`config.mk`:
```
export PLATFORM = sky130hd
export DESIGN_NAME = irq_aggregator
export DESIGN_NICKNAME = d
export VERILOG_FILES = /design/src/rtl/irq_agg_pkg.sv /design/src/rtl/irq_req_flags.sv /design/src/rtl/irq_grp_route.sv /design/src/rtl/irq_aggregator.sv
export SDC_FILE = /design/constraint.sdc
export NUM_CORES = 1
export LEC_CHECK = 0
export BUFFER_PORTS_ARGS = -buffer_cell sky130_fd_sc_hd__buf_2
export CORE_MARGIN = 8
export CORE_UTILIZATION = 40
export CTS_BUF_LIST = sky130_fd_sc_hd__clkbuf_4
export CTS_CLUSTER_DIAMETER = 40
export DETAILED_ROUTE_END_ITERATION = 10
export PLACE_DENSITY_LB_ADDON = 0.05
export REMOVE_ABC_BUFFERS = 1
export SLEW_MARGIN = 5
export SYNTH_ARGS = -nofsm -noshare
export SYNTH_HDL_FRONTEND = slang
export SYNTH_HIERARCHICAL = 1
export SYNTH_SLANG_ARGS = --single-unit
```
`constraint.sdc`:
```
create_clock -name clk -period 2.4 [get_ports clk]
set_input_delay 0.48 -clock clk [delete_from_list [all_inputs] [get_ports clk]]
set_output_delay 0.48 -clock clk [all_outputs]
set_load 0.01 [all_outputs]
```
`src/rtl/irq_agg_pkg.sv`:
```
package irq_agg_pkg;
    localparam int NUM_GROUPS = 12;
    localparam int SRC_W      = 8;
    localparam int VEC_BASE   = 44;
    localparam int VEC_W      = 6;
    localparam int GRP_W      = $clog2(NUM_GROUPS);

    typedef struct packed {
        logic [SRC_W-1:1] en;
        logic             to_cpu;
    } grp_cfg_t;

    typedef enum logic {
        SEL_REQ = 1'b0,
        SEL_CFG = 1'b1
    } reg_sel_e;

    function automatic logic [VEC_W-1:0] vec_of(input int idx);
        return VEC_W'(VEC_BASE + idx);
    endfunction

    function automatic logic [SRC_W-1:0] valid_bits();
        return {{(SRC_W-1){1'b1}}, 1'b0};
    endfunction
endpackage

```
`src/rtl/irq_req_flags.sv`:
```
module irq_req_flags
    import irq_agg_pkg::*;
#(
    parameter int W = SRC_W
) (
    input  logic         clk,
    input  logic         rst,
    input  logic [W-1:0] evt,
    input  logic         clr_en,
    input  logic [W-1:0] clr_mask,
    output logic [W-1:0] req
);
    localparam logic [W-1:0] VALID = {{(W-1){1'b1}}, 1'b0};

    logic [W-1:0] keep_mask;
    logic [W-1:0] evt_m;

    always_comb begin
        keep_mask = clr_en ? clr_mask : '1;
        evt_m     = evt & VALID;
    end

    always_ff @(posedge clk) begin
        if (rst) req <= '0;
        else     req <= ((req & keep_mask) | evt_m) & VALID;
    end


    evt_sets_chk: assert property (@(posedge clk) disable iff (rst)
        (|evt_m) |=> ((req & $past(evt_m)) == $past(evt_m)));


    no_clear_chk: assert property (@(posedge clk) disable iff (rst)
        !clr_en |=> ((req & $past(req)) == $past(req)));
endmodule

```
`src/rtl/irq_grp_route.sv`:
```
module irq_grp_route
    import irq_agg_pkg::*;
#(
    parameter int W       = SRC_W,
    parameter int VW      = VEC_W,
    parameter int VEC_NUM = VEC_BASE
) (
    input  logic          clk,
    input  logic          rst,
    input  logic [W-1:0]  req,
    input  grp_cfg_t      cfg,
    input  logic          ack,
    output logic          pend,
    output logic          trig,
    output logic [VW-1:0] vec
);
    logic act;
    logic dma_act;
    logic dma_q;

    always_comb begin
        act     = |(req[W-1:1] & cfg.en);
        dma_act = act & ~cfg.to_cpu;
        trig    = dma_act & ~dma_q;
        vec     = pend ? VW'(VEC_NUM) : '0;
    end

    always_ff @(posedge clk) begin
        if (rst) begin
            pend  <= 1'b0;
            dma_q <= 1'b0;
        end else begin
            dma_q <= dma_act;
            if (ack)                    pend <= 1'b0;
            else if (cfg.to_cpu && act) pend <= 1'b1;
        end
    end


    pend_set_chk: assert property (@(posedge clk) disable iff (rst)
        (cfg.to_cpu && act && !ack) |=> pend);


    pend_hold_chk: assert property (@(posedge clk) disable iff (rst)
        (pend && !ack) |=> pend);


    ack_clear_chk: assert property (@(posedge clk) disable iff (rst)
        ack |=> !pend);


    dma_no_pend_chk: assert property (@(posedge clk) disable iff (rst)
        (!cfg.to_cpu && !pend) |=> !pend);


    trig_pulse_chk: assert property (@(posedge clk) disable iff (rst)
        trig |=> !trig);
endmodule

```
`src/rtl/irq_aggregator.sv`:
```
module irq_aggregator
    import irq_agg_pkg::*;
#(
    parameter int G  = NUM_GROUPS,
    parameter int W  = SRC_W,
    parameter int VW = VEC_W,
    parameter int GW = GRP_W
) (
    input  logic            clk,
    input  logic            rst,
    input  logic [G*W-1:0]  src_evt,
    input  logic [G-1:0]    grp_ack,
    input  logic            wr_en,
    input  logic            wr_sel,
    input  logic [GW-1:0]   wr_grp,
    input  logic [W-1:0]    wr_data,
    input  logic            rd_sel,
    input  logic [GW-1:0]   rd_grp,
    output logic [W-1:0]    rd_data,
    output logic [G-1:0]    irq_pend,
    output logic [G*VW-1:0] irq_vec,
    output logic [G-1:0]    dma_trig
);
    grp_cfg_t     cfg_q [G];
    logic [W-1:0] req_q [G];

    for (genvar g = 0; g < G; g++) begin : g_grp
        localparam logic [GW-1:0] GIDX = GW'(g);
        logic hit;
        logic clr_en;

        always_comb begin
            hit    = wr_en && (wr_grp == GIDX);
            clr_en = hit && (reg_sel_e'(wr_sel) == SEL_REQ);
        end

        always_ff @(posedge clk) begin
            if (rst)                                      cfg_q[g] <= '0;
            else if (hit && reg_sel_e'(wr_sel) == SEL_CFG) cfg_q[g] <= grp_cfg_t'(wr_data);
        end

        irq_req_flags #(.W(W)) u_flags (
            .clk      (clk),
            .rst      (rst),
            .evt      (src_evt[g*W +: W]),
            .clr_en   (clr_en),
            .clr_mask (wr_data),
            .req      (req_q[g])
        );

        irq_grp_route #(.W(W), .VW(VW), .VEC_NUM(VEC_BASE + g)) u_route (
            .clk  (clk),
            .rst  (rst),
            .req  (req_q[g]),
            .cfg  (cfg_q[g]),
            .ack  (grp_ack[g]),
            .pend (irq_pend[g]),
            .trig (dma_trig[g]),
            .vec  (irq_vec[g*VW +: VW])
        );
    end

    always_comb begin
        rd_data = '0;
        for (int g = 0; g < G; g++) begin
            if (rd_grp == GW'(g)) begin
                rd_data = (reg_sel_e'(rd_sel) == SEL_CFG) ? W'(cfg_q[g]) : req_q[g];
            end
        end
    end
endmodule

```
Yosys cells after proc, flatten, opt, wreduce, memory -nomap -nowiden --
Memories as Yosys holds them, arrays and structs flattened. Cells that the tools add are included.
Storage, ports and cells: bits in writable memories 96, latch bits 0, memory bits (read-only) 0, word-level logic and storage cells 340, memories 1, bits in registers 120
Operators by class: muxes and demuxes 98, bitwise gates (word level) 97, $add $sub $neg 0, equal/unequal tests 22, reduce and logical (&&, ||, !) cells 74, $lt $le $gt $ge 0, shifts and indexed selects 0, divide/modulo/power cells 0, $mul 0
Memory list:
- cfg_q | words 12, width 8, rd ports 12, clocked after memory_dff 0, wr ports 12, RTL line irq_aggregator.sv:24 | grp_cfg_t cfg_q [G];
Operator list (count):
- 2-to-1 mux 8 bit | 48
- bitwise AND 8 bit | 12
- OR 8 bit | 12
- bitwise AND 7 bit | 12
- OR reduction 7 bit | 12
- 2-to-1 mux 6 bit | 12
- logical AND 1 bit | 48
- 2-to-1 mux 1 bit | 38
- equality test 4 x 3 -> 1 bit (second input constant) | 8
- equality test 4 bit (second input constant) | 8
- inverter 1 bit | 25
- bitwise AND 1 bit | 24
- OR reduction 2 bit | 12
- equality test 4 x 2 -> 1 bit (second input constant) | 4
- OR 1 bit | 12
- equality test 4 x 1 -> 1 bit (second input constant) | 2
- logical NOT 4 bit | 2

Logic depth before layout (Yosys ltp) --
Gate-level depths: netlist (run 1). An unclocked memory read counts as a cell.
depth after elaboration 14, mapped depth 8, depth with buffers taken out 5

By module --
The synthesis (run 1) kept the hierarchy.
By module, submodules not included:
- irq_aggregator | cells an instance 498, instances 1, area an instance 5766.8 um2
- irq_req_flags | cells an instance 30, instances 12, area an instance 315.3 um2
- irq_grp_route | cells an instance 19, instances 12, area an instance 152.6 um2

Least setup slack after synthesis (run 1) --
OpenSTA, ideal clock, no wires.
path kind input to output, start input port rd_sel, end output port rd_data[3], stages 7, path slack 0.329 ns, arrival time 1.591 ns, cell sequence buf_6 buf_12 or2_1 o22a_1 o21ai_0 a221oi_1 o21ai_1
Between the ends: cells in the longest elaborated chain, start to end 13, elaborated cells on any way between the ends 24, those cells by class 24 x mux
RTL lines:
- start, declared | RTL line irq_aggregator.sv:17 | input logic rd_sel,
- 2-to-1 mux 8 bit | RTL line irq_aggregator.sv:67 | rd_data = (reg_sel_e'(rd_sel) == SEL_CFG) ? W'(cfg_q[g]) : req_q[g];
- 2-to-1 mux 8 bit (11 in series) | RTL line irq_aggregator.sv:66 | if (rd_grp == GW'(g)) begin
- 2-to-1 mux 8 bit (*) | RTL line irq_aggregator.sv:66
- end, declared | RTL line irq_aggregator.sv:19 | output logic [W-1:0] rd_data,
Every way passes the cells marked *; elsewhere a longest branch is shown, timed or not.

==> results list, run 1 <==
* Max stage delay cell, worst path: mux4_2
* Mapped cell area: 11400 sq um
- Kind of path behind the tightest hold check: in -> reg
- In the final layout, the share of cells above drive strength 1 is 0.410.
- CP Capture Type: output pin
* Leakage: about 6.0 nW
- The total overflow left after global routing is 0.
- Vias post-DR: a little over 9000
* Maximum vdd drop: roughly 0.00034 V
- End of the critical path: rd_data[0]
* Synthesized area divided by synthesized cell count: 10.5 sq um
- Maximum buffer depth of the clock tree: 3
- Area growth from synthesis to final layout: 27.0%
- Most frequent cells after synthesis: 128 x nor2_1, 108 x dfxtp_1, 97 x and2_1
* Post-place instance area: approximately 13000 sq um
- In this run the count of I/O pins placed on the die edge is about 230.
- The later pin in the worst-skew pair is clocked with a latency of a little over 0.7 ns.
- Most common cell in the synthesized netlist: nor2_1
- Area enclosed by the die boundary: ~34000 sq um
- Worst Setup Path Type: reg -> out
- The floorplan step set the die width to roughly 180 microns.
- Data on the critical path arrives at its endpoint at about 2.3 ns.
- In the final design database the tool counted between 1500 and 2000 nets.
- The final layout contains routed wiring with a total length of approximately 35000 microns.
* Number of global-route vias before repair: between 9000 and 10000
* Count of input and output buffers: between 150 and 200
- Antenna violations before repair: 6
- In this run the clock root is driven by a clkbuf_4.
- GPL Wtd Cong: 0.874
- The final reports fail on setup timing.
* Final design utilization: 0.517
* Final setup violation count: 18
* Most common flop cell mapped by yosys: dfxtp_1
- Number of storage elements in the synthesis netlist: between 200 and 250
- The floorplan step defined a core boundary enclosing about 28000 sq um.
- The worst setup path is launched from a register.
- Sum of net half-perimeters after detailed placement: between 20000 and 30000 microns
- Max-capacitance violation count: 0
* Number of enable flip-flop cells after synthesis: 96
* Minimum setup slack after placement: -0.248 ns
* Effective utilization at floorplan: 0.407
- Cell family with most CP delay: multiplexers
- Between clock sinks in the finished design, the worst skew comes to between 0.04 and 0.05 ns.
* Number of distinct library cells after synthesis: 50
- The signal on the critical path passes through mux4_2 -> inv_2 -> o22ai_4 -> a221oi_2 -> buf_4 -> o21ai_2 -> buf_2.
- Cells after Synth: around 1100
* Placed cells: 1632
- Setup repair after global routing could not meet its margin everywhere.
* Via-per-instance ratio: around 5.0
- WP depth: 7
- TritonCTS built the clock tree.
- TritonCTS buffer count: between 50 and 60
- Number of rows created at floorplan: 61
* Count of final max-slew check failures: 0
* Clock Sinks: ~200
- Share of synthesized registers carrying an async set or reset: 0
- Wire length of the first global-routing pass: 54000 microns
- Initial DRC Count: 490
- Entering global routing, the biggest net connects 56 pins.
- The number of buffers and inverters on the critical path is 3.
* H-tree Lvls: 2
- Critical path fanouts, max: 2
- The biggest area contributor in the post-synthesis netlist is edfxtp_1.
- First drt pass iteration count: 5
- Critical path data required time: ~1.9 ns
- Once layout is complete, the cells apart from fillers number approximately 1800.
- Height of the chip: roughly 180 microns
- For the pin with the worst max-slew slack, the measured transition is between 0.7 and 0.8 ns.
* Number of routed nets with antenna violations: 0
- CTS clk-pin slew, worst paths: around 0.07 ns
* Final Hold Violating Endpoints: 0
* Max-slew headroom at the worst pin: 0.516
* Worst R2R End: g_grp[2].u_route/pend$_SDFFE_PP0P_
- Critical path's largest stage delay: around 0.49 ns
- Register-to-Register Path Depth: 16
- In the routed design, unresolved DRC markers number 0.
* Total of warnings raised by yosys: 6
- Outcome: finished, violations left
- In the global route stage, overall resource usage came out at 0.204.
- Tracing the worst setup path back leads to its startpoint at cfg_q[0][8]$_SDFFCE_PN0P_.
- Clock period minus worst slack: ~2.8 ns
- Launch instance of the worst register-to-register path: cfg_q[1][3]$_SDFFCE_PN0P_
- Summing all non-filler instances in the final layout gives an area of 14500 sq um.
* Total power divided by cell area: 615 nW/um^2
- Dividing the detail-routed wire length by the instance count gives a little under 20 microns.
* Biggest area contributors in the synthesized netlist: edfxtp_1 25%, dfxtp_1 19%, mux2i_1 6.6%
- Sequential area share after synthesis: 0.443
- Of the post-synthesis cell area, the dominant cell type holds 0.253.
- Across all register-to-register paths, the minimum setup slack is around 0.04 ns.
- Dividing the final minimum period by the clock period gives 1.17.
- Derived from the worst setup path, the maximum achievable clock frequency is roughly 0.36 GHz.
- Worst-case setup margin in the final layout: -0.402 ns
worst min path at each step:
stage	slack, ns	from	end	cells after the start
floorplan	0.46	cfg_q[3][0]$_SDFFCE_PN0P_	g_grp[6].u_route/dma_q$_SDFF_PP0_	1
global placement	0.48	g_grp[4].u_route/pend$_SDFFE_PP0P_	g_grp[4].u_route/pend$_SDFFE_PP0P_	1
detailed placement	0.49	g_grp[4].u_route/pend$_SDFFE_PP0P_	g_grp[4].u_route/pend$_SDFFE_PP0P_	1
CTS	0.0004	grp_ack[2]	g_grp[2].u_route/pend$_SDFFE_PP0P_	3
global route	0.02	src_evt[38]	g_grp[4].u_flags/req[6]$_SDFF_PP0_	3
finish	0.05	src_evt[58]	g_grp[7].u_flags/req[2]$_SDFF_PP0_	3
sequential cells by signal, summed over array words and instances (netlist names):
register             cells
g_grp.u_route/dma_q     12
g_grp.u_route/pend      12
g_grp.u_flags/req       84
cfg_q                   96
worst register-to-register path, stage by stage, from the launching register on:
cell and delay, ns:
edfxtp_1 0.38, a222oi_1 0.36, buf_4 0.18, buf_4 0.09, buf_4 0.09, buf_4 0.09
buf_4 0.09, buf_4 0.09, buf_4 0.09, buf_4 0.08, buf_4 0.10, buf_6 0.08
buf_4 0.09, buf_4 0.09, buf_6 0.09, a31oi_4 0.08, o21a_1 0.19
stage by stage:
step                      hold WS (ns)  setup TNS, ns  total power [W]
final                           0.0487          -2.66          0.00889
after global routing            0.0224          -5.22          0.00934
after CTS                     0.000385          -3.57          0.00895
after detailed placement         0.493          -1.64          0.00537
after global placement           0.480          -1.46          0.00536
after floorplan                  0.460              0          0.00464
cell families (layout without fill, tap and decap cells):
| family | count (synthesis) | after routing | share of synthesized area |
|---|---|---|---|
| AO/OA/AOI/OAI | 155 | 155 | 0.0989 |
| multiplexers | 91 | 91 | 0.0867 |
| flip-flops | 204 | 204 | 0.443 |
| buffers and inverters | 138 | 484 | 0.0834 |
| other | 24 | 41 | 0.00792 |
| AND/OR/NAND/NOR | 474 | 474 | 0.280 |
metal layers:
layer  vias up  GRT usage  wire [microns]  share of wire
met1      4349      0.273           16400           0.46
li1       4482          -               -              -
met2       293      0.332           16300           0.46
met4         4     0.0567             724          0.020
met3        63     0.0411            2090          0.059
met5         -          0              17        0.00048
layout make-up:
cell class,instances,area [sq um]
Fill cell,2690,13500
Multi-Input combinational cell,760,5680
Sequential cell,204,5050
Timing Repair Buffer,353,2380
Clock buffer,90,676
Tap cell,378,473
Clock inverter,21,108
Inverter,20,75.1
Antenna cell,1,2.50
layout by cell type (no fill, tap or decap), types with 15 or more instances in the layout:
cell type and instances:
a22oi_1 22, and2_1 97, buf_2 189, buf_4 100, clkbuf_4 90, clkinv_1 17, conb_1 40, dfxtp_1 105
dlygate4sd3_1 55, edfxtp_1 96, inv_1 15, mux2i_1 73, nand2_1 17, nor2_1 128, nor3_1 44, nor3_2 65
nor3b_1 24, nor3b_2 60, o22ai_1 15
report_power, final:
group,total (W),internal [W],switching (W)
sequential,0.00404,0.00386,0.000176
combinational,0.00148,0.000689,0.000789
clock,0.00337,0.00181,0.00156
total,0.00889,0.00637,0.00253
what timing repair did:
action / in CTS / in global routing
resized for setup: 47 / 16
setup endpoints to repair: 19 / 21
setup buffers: 23 / 5
pin swaps: 22 / 16
hold buffers: 54 / 1
endpoints found under the hold margin: 54 / 1
Power figures use the tool's default switching activity.
==> run 2: changes to the inputs <==
Settings changed: ABC_AREA set to 1.
Clock period 2.4 ns to 2.9 ns, I/O delays scaled along.
==> run 2 against run 1 <==
Effect of this change:
- the run now ends clean
- die area down 1.3%
- sequential share of layout area up 3.1 points
- area after synthesis down 1.4%
- first-iteration DRC count up 34%
==> results list, run 2 <==
- The flow ran to the end, and the final reports show no timing, DRC or antenna violations.
- Once layout is done, the placed cells without fillers occupy between 10000 and 15000 sq um.
- Hold Buf Count CTS: 0
- Critical path's largest stage delay: ~0.4 ns
* CTS clk-pin slew, worst paths: 0.07 ns
* WP depth: 9
* Fillcell total: 2919
- The worst-case IR drop observed on VDD is ~0.00027 V.
* CP Capture Type: output pin
* Number of storage elements in the synthesis netlist: ~200
- The complex-gate fraction of the synthesized area is 0.0810.
* Wire length of the first global-routing pass: about 54000 microns
- GPL Wtd Cong: roughly 0.86
- The number of hold-slack violations in the final timing report came to 0.
- Counting both buffers and inverters, the worst setup path holds a total of 1.
* Placeable core region: between 20000 and 30000 sq um
- The top cell types in the final layout, fill and taps aside, are 550 x nand2_1, 217 x inv_1, 191 x buf_2.
- Clock root cell: clkbuf_4
- The final layout contains routed wiring with a total length of about 36000 microns.
- From left edge to right edge, the die measures 184 microns.
* Worst-case setup margin in the final layout: around 0.10 ns
- Data on the critical path is required at its endpoint by ~2.3 ns.
* Initial DRC Count: ~660
- OpenSTA, run right after detailed placement, puts the worst setup slack at around 0.11 ns.
- H-tree Lvls: 2
- Yosys printed 6 warnings.
* Average detailed-routed wire length per instance: approximately 16 microns
* All-layer global routing usage: 0.207
- Derived from the worst setup path, the maximum achievable clock frequency is about 0.36 GHz.
- The worst setup path is of the reg -> out kind.
- Setup violations remaining at the end of the flow were counted as 0.
- Max-capacitance violation count: 0
- In the finished design, the share of the clock period the worst path needs comes to 0.965.
* Final worst clock skew: 0.0369 ns
- XOR/XNOR share of the synthesized area: 0
* Max-slew headroom at the worst pin: 0.471
* Register-to-Register Path Depth: 7
- Yosys mapped the design onto 28 distinct sky130hd cell types.
- Cells along the critical path: nand2_1 -> nand2_1 -> nand2_1 -> nand3_2 -> o21bai_4 -> nand4_1 -> nand2_2 -> nand4_1 -> buf_2
* Most frequent cells after synthesis: 574 x nand2_1, 217 x inv_1, 188 x nor2_1
- Max stage delay cell, worst path: edfxtp_1
- Final hold analysis gives a worst-case slack of 0.123 ns.
- In the final layout, the registers with the most flip-flops are cfg_q x96, g_grp.u_flags/req x84.
- By instance count, the leading cell after synthesis is nand2_1.
- The count of nets left with antenna violations once routing finished came out at 0.
- Cell family with most CP delay: simple AND/OR/NAND/NOR gates
- Fraction of the mapped netlist area in adder cells: 0
* Effective utilization at floorplan: 0.405
* Crit-path most repeated cell: nand2_1
- The share of synthesized area in the top cell type comes to 0.257.
- Relative to the synthesized area, the layout overhead comes to 18.2%.
- Maximum buffer depth of the clock tree: 3
- Entering global routing, the biggest net connects about 110 pins.
* Nets@finish: a little under 2000
- Largest Register: cfg_q
- The final number of max-transition violations came to 0.
* Sequential area share after synthesis: 0.449
- Clock period minus worst slack: between 2 and 3 ns
- Port buffering added 192 buffers.
- First drt pass iteration count: 5
- Cells after Synth: 1600
- Largest register FFs: 96
* Total power divided by cell area: approximately 530 nW/um^2
- GRT Residual Overflow: 0
- By area, the combinational part of the netlist is dominated by simple AND/OR/NAND/NOR gates.
- Summed over all instances, the cell type with the most area after synthesis is edfxtp_1.
* Commonest non-fill, non-tap cell in the layout: nand2_1
- Number of global-route vias before repair: between 9000 and 10000
- Leakage: between 6 and 7 nW
- Synthesized area divided by synthesized cell count: 7.01 sq um
- In the synthesized netlist the dominant register cell turns out to be dfxtp_1.
* RSZ-0062 raised after global routing: yes
* Clock Sinks: about 200
- The number of clock buffers added by TritonCTS is 60.
- Top-level port count: around 230
* Worst Path Arrival: 2.22 ns
* Nature of the critical path startpoint: register
* Kind of path behind the tightest hold check: in -> reg
- The routed layout has 10300 vias.
- Sum of net half-perimeters after detailed placement: 24800 microns
* Clock latency reported for the late side of the worst-skew pair: roughly 0.68 ns
- Biggest area contributors in the synthesized netlist: edfxtp_1 26%, dfxtp_1 19%, nand2_1 19%
* Post-synthesis share of cell area spent on and, or, nand and nor gates: 0.310
- Number of enable flip-flop cells after synthesis: 96
- Fraction of synthesized area in multiplexers: 0
- Height of the chip: around 180 microns
- Adding up every negative setup slack in the final design gives 0 ns.
- Share of cells above drive strength 1: 0.231
* Remaining routing DRC violations: 0
- Placed cells: between 2000 and 2500
- Excluding fillers, the count of instances in the completed layout stands at 2225.
- Via-per-instance ratio: between 4 and 5
- After detailed placement, the total cell area comes to 12200 sq um.
- The initial antenna violation count is 7.
- Slew at the pin closest to its max-slew limit: slightly below 0.8 ns
- Of all nets on the critical path, the largest fanout is 2.
- Clock tree from TritonCTS: built
* Number of rows created at floorplan: 61
* Worst Hold Depth: 3
- The synthesized netlist occupies a cell area of 11200 sq um.
- Share of synthesized registers carrying an async set or reset: 0
- The floorplan step defined a die boundary enclosing ~34000 sq um.
[run 2: cell count changes in the layout (fill, tap and decap cells not counted), sizes merged, moves of 39 or more]
cell         before  now
nand2            18  575
inv              21  232
nor3            109    8
and2             97    0
a21oi            14  106
nor3b            84    0
mux2i            75    0
nor2            128  190
buf             298  238
dlygate4sd3      55    0
or2               5   44
[run 2: area by class of cell]
cell class	count	area, sq um	area share
Sequential cell	204	5050	0.380
Multi-Input combinational cell	1060	4740	0.357
Timing Repair Buffer	238	1360	0.102
Inverter	230	863	0.0651
Clock buffer	94	706	0.0532
Tap cell	378	473	0.0357
Clock inverter	19	73.8	0.00557
Antenna cell	2	5.00	0.000377
[run 2: path summary, 6_finish.rpt]
kind,from,end,slack [ns]
setup / recovery,cfg_q[0][0]$_SDFFCE_PN0P_,rd_data[0],0.10
hold / removal,src_evt[31],g_grp[3].u_flags/req[7]$_SDFF_PP0_,0.12
setup reg to reg,cfg_q[0][2]$_SDFFCE_PN0P_,g_grp[0].u_route/dma_q$_SDFF_PP0_,1.78
hold reg to reg,g_grp[2].u_flags/req[1]$_SDFF_PP0_,g_grp[2].u_flags/req[1]$_SDFF_PP0_,0.48
[run 2: timing repair]
item / 4_1_cts / 5_1_grt
pin swaps: 8 / 36
buffers inserted: 0 / 6
resized for setup: 10 / 42
endpoints found under the setup margin: 7 / 8
hold endpoints to repair: 0 / 0
[run 2: where the power goes]
group	internal (W)	total, W	switching [W]
registers	0.00319	0.00332	0.000126
clock network	0.00147	0.00276	0.00129
logic	0.000354	0.000995	0.000640
[run 2: metal layers]
| layer | GRT usage | wire length (microns) | share of wire | vias up |
|---|---|---|---|---|
| li1 | - | - | - | 5219 |
| met1 | 0.261 | 15600 | 0.43 | 4648 |
| met2 | 0.343 | 16700 | 0.47 | 310 |
| met3 | 0.0492 | 2610 | 0.073 | 72 |
| met4 | 0.0712 | 893 | 0.025 | 10 |
| met5 | 0 | 49 | 0.0014 | - |
[run 2: logic make-up after synthesis]
family,Yosys count
other,24
buffers and inverters,352
flip-flops,204
AND/OR/NAND/NOR,868
AO/OA/AOI/OAI,152
[run 2: worst register-to-register path: cells and delay by family (launching register included)]
kind	cells	cell delay (ns)
AND/OR/NAND/NOR	6	0.45
buffers and inverters	1	0.15
flip-flops	1	0.40
[run 2: stage by stage]
| stage | total power (W) | util |
|---|---|---|
| floorplan | 0.00385 | - |
| global placement | 0.00433 | 0.442 |
| detailed placement | 0.00435 | 0.442 |
| CTS | 0.00714 | 0.471 |
| global route | 0.00745 | 0.479 |
| finish | 0.00707 | 0.479 |
